### src/rtl/dmaerr_pkg.sv
// Shared encodings for the DMA error capture block.
// Assumes 64-bit status words with fixed field positions.
package dmaerr_pkg;

    typedef enum logic [1:0] {
        KIND_RD   = 2'd0,
        KIND_WR   = 2'd1,
        KIND_XL   = 2'd2,
        KIND_RSVD = 2'd3
    } err_kind_e;

    localparam int BIT_P_RD = 62;
    localparam int BIT_P_WR = 61;
    localparam int BIT_S_RD = 59;
    localparam int BIT_S_WR = 58;
    localparam int BIT_S_XL = 57;
    localparam int BIT_P_XL = 56;
    localparam int SYN_LO   = 48;
    localparam int BM_LO    = 32;
    localparam int OFF_LO   = 29;
    localparam int BLK_BIT  = 23;

    localparam logic [5:0] OFF_UE_STAT = 6'h00;
    localparam logic [5:0] OFF_CE_STAT = 6'h08;
    localparam logic [5:0] OFF_ADDR    = 6'h10;
    localparam logic [5:0] OFF_ADDR_AL = 6'h18;
    localparam logic [5:0] OFF_CTRL    = 6'h20;

    // Map an error kind to a {xlate, write, read} one-hot vector
    function automatic logic [2:0] kind_onehot(err_kind_e k);
        case (k)
            KIND_RD: return 3'b001;
            KIND_WR: return 3'b010;
            KIND_XL: return 3'b100;
            default: return 3'b000;
        endcase
    endfunction

endpackage

### src/rtl/err_record.sv
// One error record: primary/secondary flags plus frozen detail fields.
// The first error, seen against the flags as they stand after any clear in
// the same cycle, becomes primary and loads the details. Later errors only
// set secondary flags. Assumes evt_hit is a one-cycle strobe.
module err_record
    import dmaerr_pkg::*;
#(
    parameter int BM_W    = 16,
    parameter int OFF_W   = 3,
    parameter int SYN_W   = 8,
    parameter int REG_W   = 64,
    parameter bit HAS_XL  = 1'b1,
    parameter bit HAS_SYN = 1'b1
) (
    input  logic             clk,
    input  logic             rst_n,
    input  logic             evt_hit,
    input  err_kind_e        evt_kind,
    input  logic [BM_W-1:0]  evt_bmask,
    input  logic [OFF_W-1:0] evt_off,
    input  logic             evt_blk,
    input  logic [SYN_W-1:0] evt_syn,
    input  logic             clr_we,
    input  logic [REG_W-1:0] clr_data,
    output logic [REG_W-1:0] status,
    output logic             took_primary,
    output logic             flag_any
);

    localparam logic [2:0] KIND_MASK = HAS_XL ? 3'b111 : 3'b011;
    localparam logic [REG_W-1:0] FLAG_MASK =
        (REG_W'(1) << BIT_P_RD) | (REG_W'(1) << BIT_P_WR) |
        (REG_W'(1) << BIT_S_RD) | (REG_W'(1) << BIT_S_WR) |
        (HAS_XL ? ((REG_W'(1) << BIT_S_XL) | (REG_W'(1) << BIT_P_XL)) : '0);

    logic [2:0]       prim_q, sec_q, prim_kept, sec_kept, clr_prim, clr_sec, evt_vec;
    logic             take_prim;
    logic [BM_W-1:0]  bm_q;
    logic [OFF_W-1:0] off_q;
    logic             blk_q;
    logic [SYN_W-1:0] syn_q;
    logic [SYN_W-1:0] syn_field;
    logic             unused_clr_bits;

    assign unused_clr_bits = ^clr_data;

    // Decode which flags the write-one-to-clear access targets
    assign clr_prim = clr_we ? ({clr_data[BIT_P_XL], clr_data[BIT_P_WR], clr_data[BIT_P_RD]} & KIND_MASK) : 3'b000;
    assign clr_sec  = clr_we ? ({clr_data[BIT_S_XL], clr_data[BIT_S_WR], clr_data[BIT_S_RD]} & KIND_MASK) : 3'b000;

    // Event vector, restricted to the kinds this record tracks
    assign evt_vec   = evt_hit ? (kind_onehot(evt_kind) & KIND_MASK) : 3'b000;
    assign prim_kept = prim_q & ~clr_prim;
    assign sec_kept  = sec_q & ~clr_sec;
    assign take_prim = (|evt_vec) && !(|prim_kept);

    // Flag update: clear first, then the event sets its own flag
    always_ff @(posedge clk) begin
        if (!rst_n) begin
            prim_q <= 3'b000;
            sec_q  <= 3'b000;
        end else begin
            prim_q <= prim_kept | (take_prim ? evt_vec : 3'b000);
            sec_q  <= sec_kept | (take_prim ? 3'b000 : evt_vec);
        end
    end

    // Detail capture, only on a new primary error
    always_ff @(posedge clk) begin
        if (!rst_n) begin
            bm_q  <= '0;
            off_q <= '0;
            blk_q <= 1'b0;
            syn_q <= '0;
        end else if (take_prim) begin
            bm_q  <= evt_bmask;
            off_q <= evt_off;
            blk_q <= evt_blk;
            syn_q <= evt_syn;
        end
    end

    assign syn_field = HAS_SYN ? syn_q : '0;

    // Assemble the software-visible status word
    always_comb begin
        status = '0;
        status[BIT_P_RD] = prim_q[0];
        status[BIT_P_WR] = prim_q[1];
        status[BIT_P_XL] = prim_q[2];
        status[BIT_S_RD] = sec_q[0];
        status[BIT_S_WR] = sec_q[1];
        status[BIT_S_XL] = sec_q[2];
        status[SYN_LO +: SYN_W] = syn_field;
        status[BM_LO +: BM_W]   = bm_q;
        status[OFF_LO +: OFF_W] = off_q;
        status[BLK_BIT]         = blk_q;
    end

    assign took_primary = take_prim;
    assign flag_any     = |{prim_q, sec_q};

    // A pure clear leaves none of the written flags set
    assert_w1c_clears_R6: assert property (@(posedge clk) disable iff (!rst_n)
        (clr_we && !evt_hit) |=> ((status & $past(clr_data & FLAG_MASK)) == '0));

    // Details stay frozen while a primary error is held and not cleared
    assert_details_frozen_R3: assert property (@(posedge clk) disable iff (!rst_n)
        (evt_hit && (|prim_q) && !clr_we) |=> $stable(status[SYN_LO+SYN_W-1:0]));

    // A read event always leaves a read flag set (event wins, R7)
    assert_read_event_lands_R7: assert property (@(posedge clk) disable iff (!rst_n)
        (evt_hit && evt_kind == KIND_RD) |=> (status[BIT_P_RD] || status[BIT_S_RD]));

endmodule

### src/rtl/fault_addr_reg.sv
// Shared faulting-address register, loaded when either record takes a
// primary error. Assumes at most one load source is active per cycle.
module fault_addr_reg #(
    parameter int ADDR_W = 64
) (
    input  logic              clk,
    input  logic              rst_n,
    input  logic              load,
    input  logic [ADDR_W-1:0] addr_in,
    output logic [ADDR_W-1:0] addr_q
);

    // Hold the address of the latest primary error
    always_ff @(posedge clk) begin
        if (!rst_n)    addr_q <= '0;
        else if (load) addr_q <= addr_in;
    end

    assert_addr_holds_R8: assert property (@(posedge clk) disable iff (!rst_n)
        !load |=> $stable(addr_q));

endmodule

### src/rtl/irq_gen.sv
// Registered level interrupt: enable AND any pending flag, one cycle late.
module irq_gen (
    input  logic clk,
    input  logic rst_n,
    input  logic enable,
    input  logic pending,
    output logic irq
);

    // Register the gated pending level
    always_ff @(posedge clk) begin
        if (!rst_n) irq <= 1'b0;
        else        irq <= enable & pending;
    end

    assert_irq_rises_R9: assert property (@(posedge clk) disable iff (!rst_n)
        (enable && pending) |=> irq);

    assert_irq_falls_R9: assert property (@(posedge clk) disable iff (!rst_n)
        !(enable && pending) |=> !irq);

endmodule

### src/rtl/dma_err_capture.sv
// DMA error status capture: an uncorrectable and a correctable record, a
// shared fault-address register, an interrupt enable and a level interrupt.
// Assumes one error event per cycle; register reads are combinational.
module dma_err_capture
    import dmaerr_pkg::*;
#(
    parameter int BM_W   = 16,
    parameter int OFF_W  = 3,
    parameter int SYN_W  = 8,
    parameter int DATA_W = 64,
    parameter int RA_W   = 6
) (
    input  logic              clk,
    input  logic              rst_n,
    input  logic              evt_valid,
    input  logic              evt_uncorr,
    input  logic [1:0]        evt_kind,
    input  logic [BM_W-1:0]   evt_bmask,
    input  logic [OFF_W-1:0]  evt_dw_off,
    input  logic              evt_block,
    input  logic [SYN_W-1:0]  evt_syndrome,
    input  logic [DATA_W-1:0] evt_addr,
    input  logic [RA_W-1:0]   reg_addr,
    input  logic              reg_wr,
    input  logic [DATA_W-1:0] reg_wdata,
    output logic [DATA_W-1:0] reg_rdata,
    output logic              err_irq
);

    logic              ue_hit, ce_hit, ue_clr, ce_clr, ctrl_we;
    logic [DATA_W-1:0] ue_status, ce_status, fault_addr;
    logic              ue_take, ce_take, ue_any, ce_any;
    logic              irq_en_q;
    err_kind_e         kind;

    assign kind    = err_kind_e'(evt_kind);
    assign ue_hit  = evt_valid && evt_uncorr;
    assign ce_hit  = evt_valid && !evt_uncorr;
    assign ue_clr  = reg_wr && (reg_addr == RA_W'(OFF_UE_STAT));
    assign ce_clr  = reg_wr && (reg_addr == RA_W'(OFF_CE_STAT));
    assign ctrl_we = reg_wr && (reg_addr == RA_W'(OFF_CTRL));

    err_record #(
        .BM_W(BM_W), .OFF_W(OFF_W), .SYN_W(SYN_W), .REG_W(DATA_W),
        .HAS_XL(1'b1), .HAS_SYN(1'b0)
    ) u_ue_rec (
        .clk(clk), .rst_n(rst_n),
        .evt_hit(ue_hit), .evt_kind(kind),
        .evt_bmask(evt_bmask), .evt_off(evt_dw_off),
        .evt_blk(evt_block), .evt_syn(evt_syndrome),
        .clr_we(ue_clr), .clr_data(reg_wdata),
        .status(ue_status), .took_primary(ue_take), .flag_any(ue_any)
    );

    err_record #(
        .BM_W(BM_W), .OFF_W(OFF_W), .SYN_W(SYN_W), .REG_W(DATA_W),
        .HAS_XL(1'b0), .HAS_SYN(1'b1)
    ) u_ce_rec (
        .clk(clk), .rst_n(rst_n),
        .evt_hit(ce_hit), .evt_kind(kind),
        .evt_bmask(evt_bmask), .evt_off(evt_dw_off),
        .evt_blk(evt_block), .evt_syn(evt_syndrome),
        .clr_we(ce_clr), .clr_data(reg_wdata),
        .status(ce_status), .took_primary(ce_take), .flag_any(ce_any)
    );

    fault_addr_reg #(.ADDR_W(DATA_W)) u_addr (
        .clk(clk), .rst_n(rst_n),
        .load(ue_take || ce_take), .addr_in(evt_addr),
        .addr_q(fault_addr)
    );

    // Interrupt enable control bit
    always_ff @(posedge clk) begin
        if (!rst_n)       irq_en_q <= 1'b0;
        else if (ctrl_we) irq_en_q <= reg_wdata[0];
    end

    irq_gen u_irq (
        .clk(clk), .rst_n(rst_n),
        .enable(irq_en_q), .pending(ue_any || ce_any),
        .irq(err_irq)
    );

    // Register read multiplexer
    always_comb begin
        case (reg_addr)
            RA_W'(OFF_UE_STAT): reg_rdata = ue_status;
            RA_W'(OFF_CE_STAT): reg_rdata = ce_status;
            RA_W'(OFF_ADDR):    reg_rdata = fault_addr;
            RA_W'(OFF_ADDR_AL): reg_rdata = fault_addr;
            RA_W'(OFF_CTRL):    reg_rdata = {{(DATA_W-1){1'b0}}, irq_en_q};
            default:            reg_rdata = '0;
        endcase
    end

endmodule

### config.mk
export PLATFORM = sky130hd
export DESIGN_NAME = dma_err_capture
export DESIGN_NICKNAME = d
export VERILOG_FILES = /design/src/rtl/dmaerr_pkg.sv /design/src/rtl/err_record.sv /design/src/rtl/fault_addr_reg.sv /design/src/rtl/irq_gen.sv /design/src/rtl/dma_err_capture.sv
export SDC_FILE = /design/constraint.sdc
export NUM_CORES = 1
export LEC_CHECK = 0
export BUFFER_PORTS_ARGS = -buffer_cell sky130_fd_sc_hd__buf_2
export CORE_UTILIZATION = 52
export DETAILED_ROUTE_END_ITERATION = 7
export HOLD_SLACK_MARGIN = 0.1
export PLACE_DENSITY_LB_ADDON = 0.3
export RECOVER_POWER = 25
export SLEW_MARGIN = 20
export SYNTH_ARGS = -nofsm -noshare
export SYNTH_HDL_FRONTEND = slang
export SYNTH_HIERARCHICAL = 1
export SYNTH_SLANG_ARGS = --single-unit
### constraint.sdc
create_clock -name clk -period 4.2 [get_ports clk]
set_clock_uncertainty 0.05 [all_clocks]
set_input_delay 0.21 -clock clk [delete_from_list [all_inputs] [get_ports clk]]
set_output_delay 0.21 -clock clk [all_outputs]
set_load 0.1 [all_outputs]
# ---- After elaboration in Yosys (flattened, before gate mapping)
# Index checks and enable logic that the tools add are counted.
dict set report op_classes {
  mux 12
  reduce_logical 21
  n_bitwise 13
  n_eq_ne 6
}
# operator count
set op_table {}
lappend op_table {{$pmux W64 S4} 1}
lappend op_table {{$mux W3} 7}
lappend op_table {{$and A3 B3 Y3} 4}
lappend op_table {{$eq A6 B5 Y1 const B} 2}
lappend op_table {{$not A3 Y3} 4}
lappend op_table {{$or A3 B3 Y3} 4}
lappend op_table {{$reduce_or A3 Y1} 4}
lappend op_table {{$reduce_or A6 Y1} 2}
lappend op_table {{$pmux W3 S3} 1}
lappend op_table {{$logic_and A1 B1 Y1} 7}
lappend op_table {{$eq A6 B4 Y1 const B} 1}
lappend op_table {{$eq A6 B6 Y1 const B} 1}
lappend op_table {{$logic_not A6 Y1} 1}
lappend op_table {{$mux W2} 3}
lappend op_table {{$logic_not A1 Y1} 3}
lappend op_table {{$eq A2 B1 Y1 const B} 1}
lappend op_table {{$eq A2 B2 Y1 const B} 1}
lappend op_table {{$logic_not A2 Y1} 1}
lappend op_table {{$logic_or A1 B1 Y1} 2}
lappend op_table {{$reduce_or A2 Y1} 1}
lappend op_table {{$and A1 B1 Y1} 1}
dict set report totals {
  output_inout_bits 65
  wordCells 66
  in_bits 169
  ff_bits 126
}

# ---- Depth between registers and ports, before layout
# Gate-level depths: netlist (run 1).
dict set report logic_depth {
  word_depth 10
  depth_mapped 14
  mapped_depth_nobuf 8
}

# ---- By module
# The synthesis (run 1) kept the hierarchy.
# module n_inst area_per_inst_um2 cells_each
set by_module_without_submodules {}
lappend by_module_without_submodules {fault_addr_reg 1 2451.1 206}
lappend by_module_without_submodules {dma_err_capture 1 1930.6 233}
lappend by_module_without_submodules {{err_record (u_ce_rec)} 1 1582.8 180}
lappend by_module_without_submodules {{err_record (u_ue_rec)} 1 1397.6 163}
lappend by_module_without_submodules {irq_gen 1 26.3 2}

# ---- Worst setup path before layout (run 1)
# Ideal clock, no wire load.
dict set report synth_path {
  path_kind {input-to-reg}
  start {input port reg_addr[1]}
  end {register u_addr.addr_q[10]}
  t_required_ns 4.034
  setup_time_ns 0.116
  arrival_time_ns 2.977
  setup_slack_ns 1.057
  cell_stages 12
  path_cell_list {nor3_2 -> nand2b_1 -> buf_2 -> nor4_1 -> nand2_2 -> a2111oi_4 -> buf_6 -> or2_2 -> buf_6 -> buf_8 -> mux2i_1 -> nor2b_1}
}
dict set report synth_between {
  elab_chain_len 9
}
# item line_no
set synth_rtl {}
lappend synth_rtl {{start: declaration} dma_err_capture.sv:23} ;# input logic [RA_W-1:0] reg_addr,
lappend synth_rtl {{$logic_not A6 Y1} dma_err_capture.sv:39} ;# assign ue_clr = reg_wr && (reg_addr == RA_W'(OFF_UE_STAT));
lappend synth_rtl {{$logic_and A1 B1 Y1} dma_err_capture.sv:39}
lappend synth_rtl {{net ue_clr} dma_err_capture.sv:30} ;# logic ue_hit, ce_hit, ue_clr, ce_clr, ctrl_we;
lappend synth_rtl {{$mux W3} err_record.sv:48} ;# assign clr_prim = clr_we ? ({clr_data[BIT_P_XL], clr_data[BIT_P_WR], clr_data[BIT_P_RD]} & KIND_MASK) : 3'b000 ...
lappend synth_rtl {{$not A3 Y3} err_record.sv:53} ;# assign prim_kept = prim_q & ~clr_prim;
lappend synth_rtl {{$and A3 B3 Y3} err_record.sv:53}
lappend synth_rtl {{$reduce_or A3 Y1} err_record.sv:55} ;# assign take_prim = (|evt_vec) && !(|prim_kept);
lappend synth_rtl {{$logic_not A1 Y1} err_record.sv:55}
lappend synth_rtl {{$logic_and A1 B1 Y1} err_record.sv:55}
lappend synth_rtl {{net ue_take} dma_err_capture.sv:32} ;# logic ue_take, ce_take, ue_any, ce_any;
lappend synth_rtl {{$logic_or A1 B1 Y1} dma_err_capture.sv:69} ;# .load(ue_take || ce_take), .addr_in(evt_addr),
lappend synth_rtl {{end signal: assignment} fault_addr_reg.sv:16} ;# else if (load) addr_q <= addr_in;
lappend synth_rtl {{end: declaration} fault_addr_reg.sv:10} ;# output logic [ADDR_W-1:0] addr_q
# The timed path passes the listed nets, and every way through them passes these cells.
# A chain may end at the register's enable or synchronous reset.

# ---- Worst setup path in the final report (run 1)
dict set report layout_path {
  start {input port reg_addr[1]}
  end {register u_ue_rec.sec_q[1]}
}
dict set report layout_between {
  elab_chain_len 10
}
# item line_no
set layout_rtl {}
lappend layout_rtl {{$logic_not A6 Y1} dma_err_capture.sv:39}
lappend layout_rtl {{$logic_and A1 B1 Y1} dma_err_capture.sv:39}
lappend layout_rtl {{net ue_clr} dma_err_capture.sv:30}
lappend layout_rtl {{$mux W3} err_record.sv:48}
lappend layout_rtl {{$not A3 Y3} err_record.sv:53}
lappend layout_rtl {{$and A3 B3 Y3} err_record.sv:53}
lappend layout_rtl {{$reduce_or A3 Y1} err_record.sv:55}
lappend layout_rtl {{$logic_not A1 Y1} err_record.sv:55}
lappend layout_rtl {{$logic_and A1 B1 Y1} err_record.sv:55}
lappend layout_rtl {{net ue_take} dma_err_capture.sv:32}
lappend layout_rtl {{$mux W3} err_record.sv:64} ;# sec_q <= sec_kept | (take_prim ? 3'b000 : evt_vec);
lappend layout_rtl {{$or A3 B3 Y3} err_record.sv:64}
lappend layout_rtl {{end signal: assignment} err_record.sv:64}
lappend layout_rtl {{end: declaration} err_record.sv:36} ;# logic [2:0] prim_q, sec_q, prim_kept, sec_kept, clr_prim, clr_sec, evt_vec;
# The timed path passes the listed nets, and every way through them passes these cells.

==> impl_metrics.csv, run 1 <==
group,metric,value,unit
pwr,p_per_area,334,nW/um^2
critical_path,path_cells,"buf_2 > nor3_1 > nand2b_1 > nor4_1 > clkbuf_1 > nand2_1 > a2111oi_4 > buf_4 > o41ai_1 > dlygate4sd3_1",
sta,grt_setup_unrepaired,"false",
sta,drv_slew,52,
synth,ys_async_sr_fraction,0,%
floorplan,core_region_area,13900,sq um
sta,final_hold_viol_count,0,
sta,fin_hold_ws,0.115,ns
critical_path,crit_end,"u_ue_rec/sec_q[1]",
final_layout,final_common_cell,"mux2i_1",
route,route.vias.total,5828,
synth,synth_warnings,6,
run_status,status,"finished with violations",
floorplan,die_w,121,um
synth,synth_area_leaders,"dfxtp_1, mux2i_1, buf_4, mux2_2, nor2b_1",
floorplan,die_h,121,um
placed_design,gp_congestion,0.816,
final_layout,diodes,0,
clock_network,clock_sinks,124,
route,wl,17.0,mm
critical_path,crit_buf_inv,4,
sta,slew_headroom,-2.40,%
sta,finalSetupTns,0,ns
sta,final.period_utilization,72.9,%
final_layout,drive_above_1_share,26.6,%
clock_network,cts_max_level,4,
global_route,grt_pass1_vias,5773,
global_route,grt_overflow,0,
clock_network,clockBufferDepth,2,
critical_path,end_kind,"register",
critical_path,r2r_slack,1.97,ns
critical_path,cp_slowest_stage_delay,0.59,ns
final_layout,syn2layout_area_growth,28.1,%
critical_path,reg2reg_from,"u_ue_rec/prim_q[0]",
placed_design,dp_hpwl,9.90,mm
pwr,peakVddDrop,0.248,mV
global_route,grt_pass1_wl,27.3,mm
synth,synth_flop_cell,"dfxtp_1",
synth,yosys.area.top_type,"dfxtp_1",
synth,synth-seq-cells,124,
pwr,p_leak,4.30,nW
global_route,grt_antenna_before_repair,0,
critical_path,critical_path_class,"primary input to register",
synth,syn_area,7390,sq um
critical_path,timing.rr.end,"u_ue_rec/sec_q[1]",
critical_path,reg2reg_depth,6,
floorplan,io_pins,234,
floorplan,die-area,14700,sq um
synth,ys_seq_area_share,33.6,%
placed_design,port-buffer-count,176,
run_status,violations,"capacitance limit, slew limit",
critical_path,required,4.44,ns
critical_path,cpMaxStageDelayCell,"dlygate4sd3_1",
sta,finalSetupViolCount,0,
final_layout,utilization,68.2,%
clock_network,cts_root_buf,"clkbuf_16",
synth,yosysTopAreaCellShare,33.6,%
clock_network,cts_setup_buffers,0,
sta,worst_slew_pin_slew,1.54,ns
final_layout,nets,1200,
route,viasPerCell,4.76,
critical_path,crit_arrival,3.30,ns
floorplan,initial_core_util,53.2,%
route,drc_errors,0,
synth,synth_cells,784,
sta,fin_crit,3.06,ns
route,ant_nets,0,
clock_network,cts_tree,"yes",
clock_network,cts_buffers,17,
critical_path,crit_cells,10,
route,wl_per_cell,13.9,um
sta,max_freq,0.327,GHz
global_route,grt_usage,23.6,%
floorplan,fp-row-count,43,
critical_path,startpoint_type,"primary input",
critical_path,startpoint,"reg_addr[1]",
synth,synth_edf_count,0,
final_layout,final_cell_mix,"mux2i_1, buf_2, dfxtp_1, nand2_1, dlygate4sd3_1",
critical_path,critPathMaxFanout,26,
job,cap_violations,1,
critical_path,cp_top_family,"buffers and inverters",
synth,synth_cell_types,41,
route,drt_pass1_iterations,4,
final_layout,fillers,1097,
clock_network,cts.clk_slew.worst_paths,0.05,ns
route,drtIter0Drc,210,
synth,avgSynthCellArea,9.42,sq um
min_path,hold_path.class,"primary input to register",
clock_network,insertion_delay,0.41,ns
global_route,grt_max_degree,110,
[worst min path at each step]
stage / startpoint / end / slack, ns / cells past startpoint
after floorplan: evt_kind[1] / u_ue_rec/sec_q[0] / 0.27 / 1
after global placement: u_ue_rec/bm_q[2] / u_ue_rec/bm_q[2] / 0.39 / 2
after detailed placement: u_ue_rec/bm_q[1] / u_ue_rec/bm_q[1] / 0.40 / 2
after CTS: reg_wdata[62] / u_ue_rec/prim_q[0] / 0.10 / 3
after global routing: reg_wdata[58] / u_ce_rec/sec_q[1] / 0.13 / 3
final: reg_wdata[62] / u_ue_rec/prim_q[0] / 0.11 / 3
[area by class of cell]
cell class | count | area (sq um) | share of cell area [%]
Inverter | 6 | 22.5 | 0.238
Tap cell | 180 | 225 | 2.38
Clock buffer | 26 | 479 | 5.06
Sequential cell | 124 | 2480 | 26.2
Timing Repair Buffer | 287 | 1980 | 20.9
Clock inverter | 6 | 62.6 | 0.661
Multi-Input combinational cell | 595 | 4220 | 44.5
[metrics by stage]
stage | std cells | cell area (sq um) | setup WS, ns | power (mW)
4_1_cts | 1224 | 9490 | 1.60 | 3.18
5_1_grt | 1224 | 9470 | 0.858 | 3.30
6_report | 1224 | 9470 | 1.14 | 3.17
3_3_place_gp | 1093 | 7960 | 1.23 | 1.75
3_5_place_dp | 1093 | 7960 | 1.21 | 1.76
2_1_floorplan | 852 | 7640 | 1.06 | 1.70
[registers in the layout (all words and copies together), names as in the netlist, 2 cells and up]
register            count
u_ce_rec/syn_field      8
u_ue_rec/prim_q         3
u_ce_rec/sec_q          2
u_ce_rec/off_q          3
u_addr/addr_q          64
u_ce_rec/bm_q          16
u_ue_rec/off_q          3
u_ue_rec/sec_q          3
u_ce_rec/prim_q         2
u_ue_rec/bm_q          16
[metal layers]
| metal | share of wire, % | global-route usage (%) | vias up |
|---|---|---|---|
| met1 | 46 | 29.0 | 2675 |
| met4 | 1.1 | 7.41 | 0 |
| li1 | - | - | 2995 |
| met2 | 47 | 40.4 | 145 |
| met3 | 5.3 | 5.69 | 13 |
| met5 | 0 | 0 | - |
[Yosys cell counts (2+ instances only)]
| library cell | n |
|---|---|
| clkbuf_1 | 20 |
| mux2i_1 | 176 |
| nand2_1 | 105 |
| or2_2 | 2 |
| mux2_2 | 47 |
| buf_6 | 9 |
| buf_4 | 73 |
| nand3_1 | 3 |
| conb_1 | 2 |
| o21a_1 | 4 |
| nor2b_1 | 65 |
| nor4_1 | 3 |
| nand2b_1 | 5 |
| a21oi_1 | 3 |
| dfxtp_1 | 124 |
| a32o_1 | 3 |
| nor2_1 | 66 |
| o41ai_1 | 3 |
| o22ai_1 | 2 |
| a21boi_1 | 2 |
| buf_8 | 7 |
| nor3_1 | 4 |
| mux2_4 | 16 |
| buf_2 | 17 |
| a21boi_0 | 2 |
| inv_1 | 6 |
[where the power goes]
group	internal (mW)	switching, mW
logic	0.278	0.269
clock network	0.843	0.508
registers	1.24	0.0298
[cell families after synthesis]
family / synth area share (%)
AND/OR/NAND/NOR: 16.5
multiplexers: 34.3
other: 0.102
buffers and inverters: 12.8
flip-flops: 33.6
AO/OA/AOI/OAI: 2.76
[tightest hold or removal path, cell delays in order]
cell	delay [ns]
buf_2	0.12
nand2_1	0.06
a32o_1	0.15
[timing repair]
action / 4_1_cts / 5_1_grt
setup endpoints to repair: 0 / 0
hold endpoints to repair: 117 / 0
hold buffers: 99 / 0
resized for setup: 0 / 0
No activity file was read; power rests on OpenSTA's default activity.
==> inputs of run 2 (changes only) <==
==> constraint.sdc (replaced) <==
create_clock -name clk -period 2.85 [get_ports clk]
set_clock_uncertainty 0.05 [all_clocks]
set_input_delay 0.1425 -clock clk [delete_from_list [all_inputs] [get_ports clk]]
set_output_delay 0.1425 -clock clk [all_outputs]
set_load 0.1 [all_outputs]
==> run 2 against run 1 <==
The run now ends clean. Worst hold slack better by 0.032 ns. Sequential cell count unchanged. Die area unchanged. Power rose by 48%. Critical path depth down 1. Non-clock buffer count rose by 9. Routed wire length grew 3.7%. Setup slack got worse by 0.86 ns. First-iteration DRC count grew 22%. Sequential power up 47%. Largest power group unchanged.
==> impl_metrics.csv, run 2 (same netlist as run 1, synthesis figures left out) <==
group,metric,value,unit
floorplan,die_w,121,um
placed_design,port-buffer-count,176,
clock_network,cts_max_level,4,
final_layout,fillers,1103,
final_layout,syn2layout_area_growth,29.7,%
critical_path,critPathMaxFanout,26,
clock_network,clock_sinks,124,
critical_path,cp_top_family,"buffers and inverters",
critical_path,reg2reg_depth,6,
critical_path,cpMaxStageDelayCell,"dlygate4sd3_1",
final_layout,utilization,69.0,%
route,drc_errors,0,
final_layout,final_common_cell,"mux2i_1",
pwr,finalPower,4.69,mW
final_layout,largest_reg_flops,64,
placed_design,dp_hpwl,10.3,mm
clock_network,cts_setup_buffers,0,
critical_path,reg2reg_from,"u_ue_rec/prim_q[0]",
floorplan,initial_core_util,53.2,%
final_layout,regMostFlops,"u_addr/addr_q",
global_route,grt_antenna_before_repair,1,
floorplan,core_region_area,13900,sq um
floorplan,io_pins,234,
sta,worst_slew_pin_slew,1.20,ns
global_route,grt_usage,24.6,%
floorplan,die-area,14700,sq um
route,ant_nets,0,
sta,slew_headroom,20.5,%
clock_network,cts_tree,"yes",
critical_path,timing.rr.end,"u_ue_rec/sec_q[2]",
critical_path,crit_arrival,2.80,ns
run_status,status,"complete, no violations",
route,drtIter0Drc,257,
sta,drv_slew,0,
clock_network,clockBufferDepth,2,
global_route,grt_overflow,0,
route,wl,17.6,mm
final_layout,nets,1209,
route,wl_per_cell,14.3,um
global_route,grt_max_degree,90,
final_layout,final_cell_mix,"mux2i_1, buf_2, dfxtp_1, nand2_1, dlygate4sd3_1",
critical_path,required,3.08,ns
final_layout,largestRegisters,"u_addr/addr_q x64, u_ce_rec/bm_q x16, u_ue_rec/bm_q x16",
clock_network,cts_root_buf,"clkbuf_16",
critical_path,startpoint,"reg_addr[1]",
sta,setup_slack,0.279,ns
sta,finalSetupViolCount,0,
sta,fin_hold_ws,0.147,ns
sta,final.period_utilization,90.2,%
route,viasPerCell,4.89,
placed_design,placed_area,8020,sq um
route,drt_pass1_iterations,4,
floorplan,die_h,121,um
critical_path,path_cells,"buf_2 > nor3_2 > nand2b_2 > nor4_2 > nand2_2 > a2111oi_4 > buf_4 > o41ai_1 > dlygate4sd3_1",
critical_path,cp_slowest_stage_delay,0.59,ns
placed_design,dp.cells,1097,
min_path,hold_path.class,"primary input to register",
final_layout,final_area,9580,sq um
global_route,grt_pass1_wl,28.3,mm
clock_network,cts_buffers,17,
pwr,p_leak,4.31,nW
sta,final_hold_viol_count,0,
final_layout,diodes,0,
pwr,p_per_area,489,nW/um^2
final_layout,drive_above_1_share,26.1,%
placed_design,gp_congestion,0.829,
sta,finalSetupTns,0,ns
floorplan,fp-row-count,43,
placed_design,dpl_worst_slack,0.208,ns
clock_network,cts.clk_slew.worst_paths,0.05,ns
critical_path,crit_buf_inv,3,
sta,grt_setup_unrepaired,"false",
critical_path,startpoint_type,"primary input",
clock_network,hold_buffers,104,
critical_path,crit_cells,9,
sta,max_freq,0.389,GHz
global_route,grt_pass1_vias,6057,
clock_network,insertion_delay,0.40,ns
route,route.vias.total,6025,
sta,fin_crit,2.57,ns
job,cap_violations,0,
critical_path,critical_path_class,"primary input to register",
critical_path,end_kind,"register",
final_layout,final_cells,1232,
pwr,peakVddDrop,0.382,mV
clock_network,ctsResizeCount,0,
critical_path,crit_end,"u_ue_rec/sec_q[2]",
critical_path,r2r_slack,0.53,ns
==> run 2: cell count changes in the layout (fill, tap and decap cells not counted), sizes merged <==
cell / delta
clkbuf: +9
clkinv: +2
dlygate4sd3: +5
buf: -7
clkinvlp: -1
==> run 2: worst min path at each step <==
stage / startpoint / end / slack [ns] / depth (start not counted)
6_report: rst_n / u_ce_rec/prim_q[1] / 0.15 / 2
5_1_grt: rst_n / u_ce_rec/prim_q[0] / 0.16 / 2
4_1_cts: reg_addr[4] / u_ue_rec/prim_q[1] / 0.13 / 4
3_5_place_dp: reg_wdata[0] / irq_en_q / 0.34 / 2
3_3_place_gp: reg_wdata[0] / irq_en_q / 0.33 / 2
2_1_floorplan: evt_kind[1] / u_ue_rec/sec_q[0] / 0.20 / 1
==> run 2: metal layers <==
metal | global-route usage [%] | vias to the layer above | wire length [um] | share of wire, %
met4 | 9.49 | 2 | 313 | 1.8
met2 | 43.6 | 188 | 8720 | 49
met1 | 27.8 | 2799 | 7560 | 43
met5 | 0 | - | 11 | 0.062
li1 | - | 3004 | - | -
met3 | 6.81 | 32 | 1020 | 5.8
==> run 2: final cells by class <==
cell class / count / area, sq um / area share, %
Sequential cell: 124 / 2480 / 25.9
Inverter: 6 / 22.5 / 0.235
Tap cell: 180 / 225 / 2.35
Timing Repair Buffer: 296 / 2070 / 21.6
Clock inverter: 7 / 65.1 / 0.679
Multi-Input combinational cell: 595 / 4230 / 44.2
Clock buffer: 24 / 482 / 5.03
==> run 2: power breakdown <==
group	internal (mW)	total [mW]	switching (mW)
Clock	1.26	2.00	0.738
Sequential	1.82	1.87	0.0460
Combinational	0.417	0.821	0.403
Total	3.50	4.69	1.19
